$ cat config.mk
export PLATFORM = sky130hd
export DESIGN_NAME = manch_word_enc
export DESIGN_NICKNAME = d
export VERILOG_FILES = /design/src/rtl/mwe_pkg.sv /design/src/rtl/mwe_timebase.sv /design/src/rtl/mwe_seq.sv /design/src/rtl/mwe_shaper.sv /design/src/rtl/mwe_linegate.sv /design/src/rtl/manch_word_enc.sv
export SDC_FILE = /design/constraint.sdc
export NUM_CORES = 1
export LEC_CHECK = 0
export ABC_CLOCK_PERIOD_IN_PS = 6850
export BUFFER_PORTS_ARGS = -buffer_cell sky130_fd_sc_hd__buf_2
export CORE_MARGIN = 2
export CORE_UTILIZATION = 55
export CTS_CLUSTER_SIZE = 12
export DETAILED_ROUTE_END_ITERATION = 7
export HOLD_SLACK_MARGIN = 0.12
export PLACE_DENSITY = 0.74
export SLEW_MARGIN = 40
export SYNTH_ARGS = -nofsm -noshare
export SYNTH_HDL_FRONTEND = slang
export SYNTH_SLANG_ARGS = --single-unit
$ cat constraint.sdc
create_clock -name clk -period 6.85 [get_ports clk]
set_clock_uncertainty 0.2 [all_clocks]
set_input_delay 1.0275 -clock clk [delete_from_list [all_inputs] [get_ports clk]]
set_output_delay 1.0275 -clock clk [all_outputs]
set_load 0.05 [all_outputs]
$ cat src/rtl/mwe_pkg.sv
package mwe_pkg;

    typedef enum logic [2:0] {
        ST_IDLE,
        ST_ARMED,
        ST_SYNC,
        ST_DATA,
        ST_PARITY
    } seq_state_t;

    typedef enum logic [1:0] {
        LV_IDLE,
        LV_POS,
        LV_NEG
    } line_lvl_t;

endpackage

$ cat src/rtl/mwe_timebase.sv
module mwe_timebase (
    input  logic clk,
    input  logic rst,
    input  logic tick_i,
    output logic rise_o,
    output logic fall_o,
    output logic shift_o
);
    logic phase;

    always_ff @(posedge clk) begin
        if (rst) begin
            phase <= 1'b0;
        end else if (tick_i) begin
            phase <= ~phase;
        end
    end

    assign rise_o  = tick_i & ~phase;
    assign fall_o  = tick_i & phase;
    assign shift_o = phase;
endmodule

$ cat src/rtl/mwe_seq.sv
module mwe_seq
    import mwe_pkg::*;
#(
    parameter int DATA_BITS = 16,
    parameter int SYNC_BITS = 3,
    parameter int SW        = 6
) (
    input  logic          clk,
    input  logic          rst,
    input  logic          rise_i,
    input  logic          fall_i,
    input  logic          enable_i,
    input  logic          cmd_sel_i,
    output logic          enter_o,
    output logic          start_o,
    output logic          stop_o,
    output logic [SW-1:0] slot_n_o,
    output logic          cmd_o,
    output logic          req_o
);
    localparam int SYNC_SLOTS = 2 * SYNC_BITS;
    localparam int PAR_SLOT   = SYNC_SLOTS + 2 * DATA_BITS;
    localparam int WORD_SLOTS = PAR_SLOT + 2;
    localparam logic [SW-1:0] S_DATA   = SW'(SYNC_SLOTS);
    localparam logic [SW-1:0] S_PAR    = SW'(PAR_SLOT);
    localparam logic [SW-1:0] S_LAST   = SW'(WORD_SLOTS - 1);
    localparam logic [SW-1:0] S_REQ_ON = SW'(SYNC_SLOTS - 1);
    localparam logic [SW-1:0] S_REQOFF = SW'(PAR_SLOT - 1);

    seq_state_t    st, st_n;
    logic [SW-1:0] slot, slot_d, nxt;
    logic          again, again_d;
    logic          enter, start, stop;
    logic          cmd_q;

    function automatic seq_state_t region(input logic [SW-1:0] s);
        if (s < S_DATA) begin
            return ST_SYNC;
        end else if (s < S_PAR) begin
            return ST_DATA;
        end
        return ST_PARITY;
    endfunction

    always_comb begin
        st_n    = st;
        slot_d  = slot;
        again_d = again;
        enter   = 1'b0;
        start   = 1'b0;
        stop    = 1'b0;
        nxt     = slot + 1'b1;
        unique case (st)
            ST_IDLE: begin
                if (fall_i && enable_i) begin
                    st_n = ST_ARMED;
                end
            end
            ST_ARMED: begin
                if (rise_i) begin
                    st_n    = ST_SYNC;
                    slot_d  = '0;
                    enter   = 1'b1;
                    start   = 1'b1;
                    again_d = 1'b0;
                end
            end
            ST_SYNC, ST_DATA, ST_PARITY: begin
                if (rise_i || fall_i) begin
                    if (slot == S_LAST) begin
                        slot_d = '0;
                        if (again) begin
                            st_n    = ST_SYNC;
                            enter   = 1'b1;
                            start   = 1'b1;
                            again_d = 1'b0;
                        end else begin
                            st_n = ST_IDLE;
                            stop = 1'b1;
                        end
                    end else begin
                        slot_d = nxt;
                        enter  = 1'b1;
                        st_n   = region(nxt);
                        if (fall_i && (nxt == S_LAST) && enable_i) begin
                            again_d = 1'b1;
                        end
                    end
                end
            end
            default: st_n = ST_IDLE;
        endcase
    end

    // state register
    always_ff @(posedge clk) begin
        if (rst) begin
            st    <= ST_IDLE;
            slot  <= '0;
            again <= 1'b0;
        end else begin
            st    <= st_n;
            slot  <= slot_d;
            again <= again_d;
        end
    end

    // registered outputs
    always_ff @(posedge clk) begin
        if (rst) begin
            cmd_q <= 1'b0;
            req_o <= 1'b0;
        end else begin
            if (start) begin
                cmd_q <= cmd_sel_i;
            end
            if (enter && (slot_d == S_REQ_ON)) begin
                req_o <= 1'b1;
            end else if (enter && (slot_d == S_REQOFF)) begin
                req_o <= 1'b0;
            end
        end
    end

    assign enter_o  = enter;
    assign start_o  = start;
    assign stop_o   = stop;
    assign slot_n_o = slot_d;
    assign cmd_o    = start ? cmd_sel_i : cmd_q;
endmodule

$ cat src/rtl/mwe_shaper.sv
module mwe_shaper
    import mwe_pkg::*;
#(
    parameter int DATA_BITS = 16,
    parameter int SYNC_BITS = 3,
    parameter int SW        = 6
) (
    input  logic          clk,
    input  logic          rst,
    input  logic          enter_i,
    input  logic          stop_i,
    input  logic [SW-1:0] slot_n_i,
    input  logic          cmd_i,
    input  logic          sdata_i,
    output line_lvl_t     line_o
);
    localparam logic [SW-1:0] S_HALF = SW'(SYNC_BITS);
    localparam logic [SW-1:0] S_DATA = SW'(2 * SYNC_BITS);
    localparam logic [SW-1:0] S_PAR  = SW'(2 * SYNC_BITS + 2 * DATA_BITS);

    line_lvl_t line, line_d;
    logic      bitq, bit_d;
    logic      par, par_d;
    logic      lead;
    logic      pbit;

    always_comb begin
        line_d = line;
        bit_d  = bitq;
        par_d  = par;
        lead   = slot_n_i < S_HALF;
        pbit   = ~par;
        if (stop_i) begin
            line_d = LV_IDLE;
        end else if (enter_i) begin
            if (slot_n_i < S_DATA) begin
                line_d = (cmd_i == lead) ? LV_POS : LV_NEG;
                par_d  = 1'b0;
            end else if (slot_n_i < S_PAR) begin
                if (!slot_n_i[0]) begin
                    bit_d  = sdata_i;
                    par_d  = par ^ sdata_i;
                    line_d = sdata_i ? LV_POS : LV_NEG;
                end else begin
                    line_d = bitq ? LV_NEG : LV_POS;
                end
            end else begin
                if (!slot_n_i[0]) begin
                    line_d = pbit ? LV_POS : LV_NEG;
                end else begin
                    line_d = pbit ? LV_NEG : LV_POS;
                end
            end
        end
    end

    always_ff @(posedge clk) begin
        if (rst) begin
            line <= LV_IDLE;
            bitq <= 1'b0;
            par  <= 1'b0;
        end else begin
            line <= line_d;
            bitq <= bit_d;
            par  <= par_d;
        end
    end

    assign line_o = line;
endmodule

$ cat src/rtl/mwe_linegate.sv
module mwe_linegate
    import mwe_pkg::*;
(
    input  line_lvl_t line_i,
    input  logic      inhibit_n_i,
    output logic      one_n_o,
    output logic      zero_n_o
);
    assign one_n_o  = ~(inhibit_n_i & (line_i == LV_POS));
    assign zero_n_o = ~(inhibit_n_i & (line_i == LV_NEG));
endmodule

$ cat src/rtl/manch_word_enc.sv
module manch_word_enc
    import mwe_pkg::*;
#(
    parameter int DATA_BITS = 16,
    parameter int SYNC_BITS = 3
) (
    input  logic clk,
    input  logic mrst,
    input  logic tick2x,
    input  logic enable_i,
    input  logic cmd_sel_i,
    input  logic inhibit_n_i,
    input  logic sdata_i,
    output logic shift_o,
    output logic req_o,
    output logic one_n_o,
    output logic zero_n_o
);
    localparam int WORD_SLOTS = 2 * SYNC_BITS + 2 * DATA_BITS + 2;
    localparam int SW         = $clog2(WORD_SLOTS);

    logic          rise, fall;
    logic          enter, start, stop, cmd;
    logic [SW-1:0] slot_n;
    line_lvl_t     line;

    mwe_timebase u_tb (
        .clk     (clk),
        .rst     (mrst),
        .tick_i  (tick2x),
        .rise_o  (rise),
        .fall_o  (fall),
        .shift_o (shift_o)
    );

    mwe_seq #(.DATA_BITS(DATA_BITS), .SYNC_BITS(SYNC_BITS), .SW(SW)) u_seq (
        .clk       (clk),
        .rst       (mrst),
        .rise_i    (rise),
        .fall_i    (fall),
        .enable_i  (enable_i),
        .cmd_sel_i (cmd_sel_i),
        .enter_o   (enter),
        .start_o   (start),
        .stop_o    (stop),
        .slot_n_o  (slot_n),
        .cmd_o     (cmd),
        .req_o     (req_o)
    );

    mwe_shaper #(.DATA_BITS(DATA_BITS), .SYNC_BITS(SYNC_BITS), .SW(SW)) u_shp (
        .clk      (clk),
        .rst      (mrst),
        .enter_i  (enter),
        .stop_i   (stop),
        .slot_n_i (slot_n),
        .cmd_i    (cmd),
        .sdata_i  (sdata_i),
        .line_o   (line)
    );

    mwe_linegate u_gate (
        .line_i      (line),
        .inhibit_n_i (inhibit_n_i),
        .one_n_o     (one_n_o),
        .zero_n_o    (zero_n_o)
    );

    // start is consumed inside the sequencer and shaper paths only
    logic unused_start;
    assign unused_start = start;
endmodule

==> qor.yml <==
route:
  vias: 1168
  detail_route.vias_per_cell: 6.15
  drcViolationCount: 0
  drt_iter0_drc: 31
  wl_mm: 2.78
  wl_per_cell_um: 14.6
  first_pass_iters: 5
  antenna_left: 0
worst_setup_path:
  critPathArrivalTime_ns: 3.20
  cp-end-kind: "flop"
  rr_startpoint: "u_seq.st[2]"
  startpoint_type: "primary input"
  cp_top_family: "compound AO/OA/AOI/OAI gates"
  cp_max_fo: 11
  r2r-end: "u_shp.line_o[0]"
  cp-startpoint: "tick2x"
  cp_cell_sequence: "buf_2 > inv_1 > a21oi_1 > a32oi_1 > o2111ai_4 > xnor2_1 > a21boi_2 > o211a_1"
  slowest_stage: "a21oi_1"
  path_buf_inv: 2
  r2r_cells: 7
  r2r_slack_ns: 3.70
  critical_path.endpoint: "u_shp.line_o[0]"
  worst_path_largest_cell_delay_ns: 0.65
  required_ns: 6.84
  critical_path_cell_count: 8
  worstSetupPathType: "in2reg"
timing:
  fmax_mhz: 312
  relSlewSlack_pct: 45.5
  rsz0062_at_grt: "false"
  setup_viol: 0
  fin_crit_ns: 3.21
  hold_violations: 0
  worst_pin_slew_ns: 0.818
  tns_ns: 0
  fin_hold_ws_ns: 0.286
  fin_crit_sh_pct: 46.8
  drv_slew: 0
clock_tree:
  h-tree-depth: 1
  cts_hold_buf: 0
  cts_sinks: 17
  clk-insertion-delay-late_ns: 0.29
  cts_buffer_depth: 2
  cts_buffers: 3
  cts-resized-gates: 0
  cts_root_buffer: "clkbuf_4"
  clkTransAtPathRegs_ns: 0.09
  cts_setup_buffers: 0
  cts_tree: "built"
placement:
  placed_area_um2: 1290
  gp_congestion: 0.808
  hpwl_mm: 2.11
  dp.cells: 186
  io_buffers: 10
synthesis:
  ys_seq_area_share_pct: 26.5
  synth_edf_count: 0
  synthTopCellsByArea: "dfxtp_1 (26%), a21oi_1 (5.8%), nor2_1 (5.8%)"
  synthCells: 155
  avgSynthCellArea_um2: 8.29
  syn_area_um2: 1280
  synth.top_cell.area_share_pct: 26.5
  synth-main-ff-cell: "dfxtp_1"
  syn-num-nets: 164
  yosysTopAreaCell: "dfxtp_1"
  yosysWarnings: 0
  async_reset_ff_share_pct: 0
  ys_ff_latch: 17
  yosys.cell_types.count: 48
pwr:
  powerDensity_nw_per_um2: 234
  p_total_mw: 0.309
  cellLeakagePower_nw: 0.500
  peakVddDrop_v: 0.000141
global_routing:
  grt_pass1_wl_mm: 4.64
  antenna_found_initial: 0
  grt_max_degree: 21
  track_usage_pct: 22.7
  grt_pass1_vias: 1079
  grt-ovfl-total: 0
run_status:
  status: "finished, final reports clean"
finish:
  stdcell_area_um2: 1320
  antennaDiodeCount: 0
  final_common_cell: "nor2_1"
  layout_common_cells: "nor2_1 (20), dfxtp_1 (17), a21oi_1 (15)"
  final_nets: 172
  drive_gt1_share_pct: 15.4
  syn2layout_area_growth_pct: 2.82
  n_fill_cell: 222
  final_cells: 190
die:
  dieWidth_um: 52.3
  coreArea_um2: 2210
  initial_core_util_pct: 58.1
  io_pins: 11
  die_h_um: 52.3
  die_area_um2: 2740
  rows: 17
run:
  cap_violations: 0
min_path:
  hp-class: "reg2reg"
layer usage:
layer | vias to the layer above | track usage [%] | share of wire [%]
met4 | 0 | 7.26 | 0.90
met5 | - | 0 | 0
li1 | 577 | - | -
met1 | 564 | 27.4 | 46
met2 | 23 | 40.8 | 50
met3 | 4 | 3.43 | 3.8
flip-flops by register name, summed over array words and instances, names as in the netlist:
signal,count
u_shp.line_o,2
u_seq.cmd_q,1
u_seq.st,3
u_seq.slot,6
u_shp.bitq,1
u_shp.par,1
u_seq.req_o,1
u_tb.shift_o,1
u_seq.again,1
kinds of logic (layout without fill, tap and decap cells):
logic type | Yosys count | after routing | synth area share (%)
AO/OA/AOI/OAI | 43 | 43 | 25.8
XOR/XNOR | 9 | 9 | 6.13
adder cells (fa/ha/maj) | 2 | 2 | 1.95
buffers and inverters | 13 | 20 | 7.59
flip-flops | 17 | 17 | 26.5
multiplexers | 4 | 4 | 3.21
AND/OR/NAND/NOR | 67 | 67 | 28.8
through the flow:
stage               util, %  worst slack, ns
floorplan                 -             4.07
global placement       58.5             3.56
detailed placement     58.5             3.39
CTS                    59.7             3.70
global route           59.7             3.49
finish                 59.7             3.64
synth_stat cells (2+ instances only):
library cell and number:
a21oi_1 15, a22oi_1 2, a31oi_1 4, a32oi_1 2, and2_1 3, and3_2 2, buf_6 2, clkbuf_8 3
dfxtp_1 17, ha_1 2, inv_1 6, mux2i_1 3, nand2_1 10, nand2b_1 4, nand3_1 11, nand3b_1 2
nor2_1 20, nor3_1 3, nor4_1 2, o21ai_0 6, o2bb2ai_1 2, xnor2_1 8
how the worst min path moves through the flow:
stage / start / end / cells past startpoint
2_1_floorplan: u_shp.bitq / u_shp.bitq / 2
3_3_place_gp: u_shp.bitq / u_shp.bitq / 2
3_5_place_dp: u_shp.bitq / u_shp.bitq / 2
4_1_cts: u_shp.bitq / u_shp.bitq / 2
5_1_grt: u_shp.bitq / u_shp.bitq / 2
6_report: u_shp.bitq / u_shp.bitq / 2
worst register-to-register path, cell delays in order (launching register included):
cell and delay, ns:
dfxtp_1 0.56, or3b_4 0.45, a21oi_1 0.65, a32oi_1 0.38, o2111ai_4 0.32, xnor2_1 0.19, a21boi_2 0.09, o211a_1 0.21
where the power goes:
| part | switching [mW] | total [mW] | internal (mW) |
|---|---|---|---|
| clock network | 0.0317 | 0.0543 | 0.0227 |
| logic | 0.0721 | 0.124 | 0.0517 |
| registers | 0.0204 | 0.130 | 0.110 |
layout make-up:
cell class,count,area (um2),area share [%]
Multi-Input combinational cell,125,847,64.1
Sequential cell,17,340,25.8
Clock buffer,4,26.3,1.99
Inverter,6,22.5,1.70
Tap cell,28,35.0,2.65
Timing Repair Buffer,10,50.0,3.79
No activity file was read; power rests on OpenSTA's default activity.
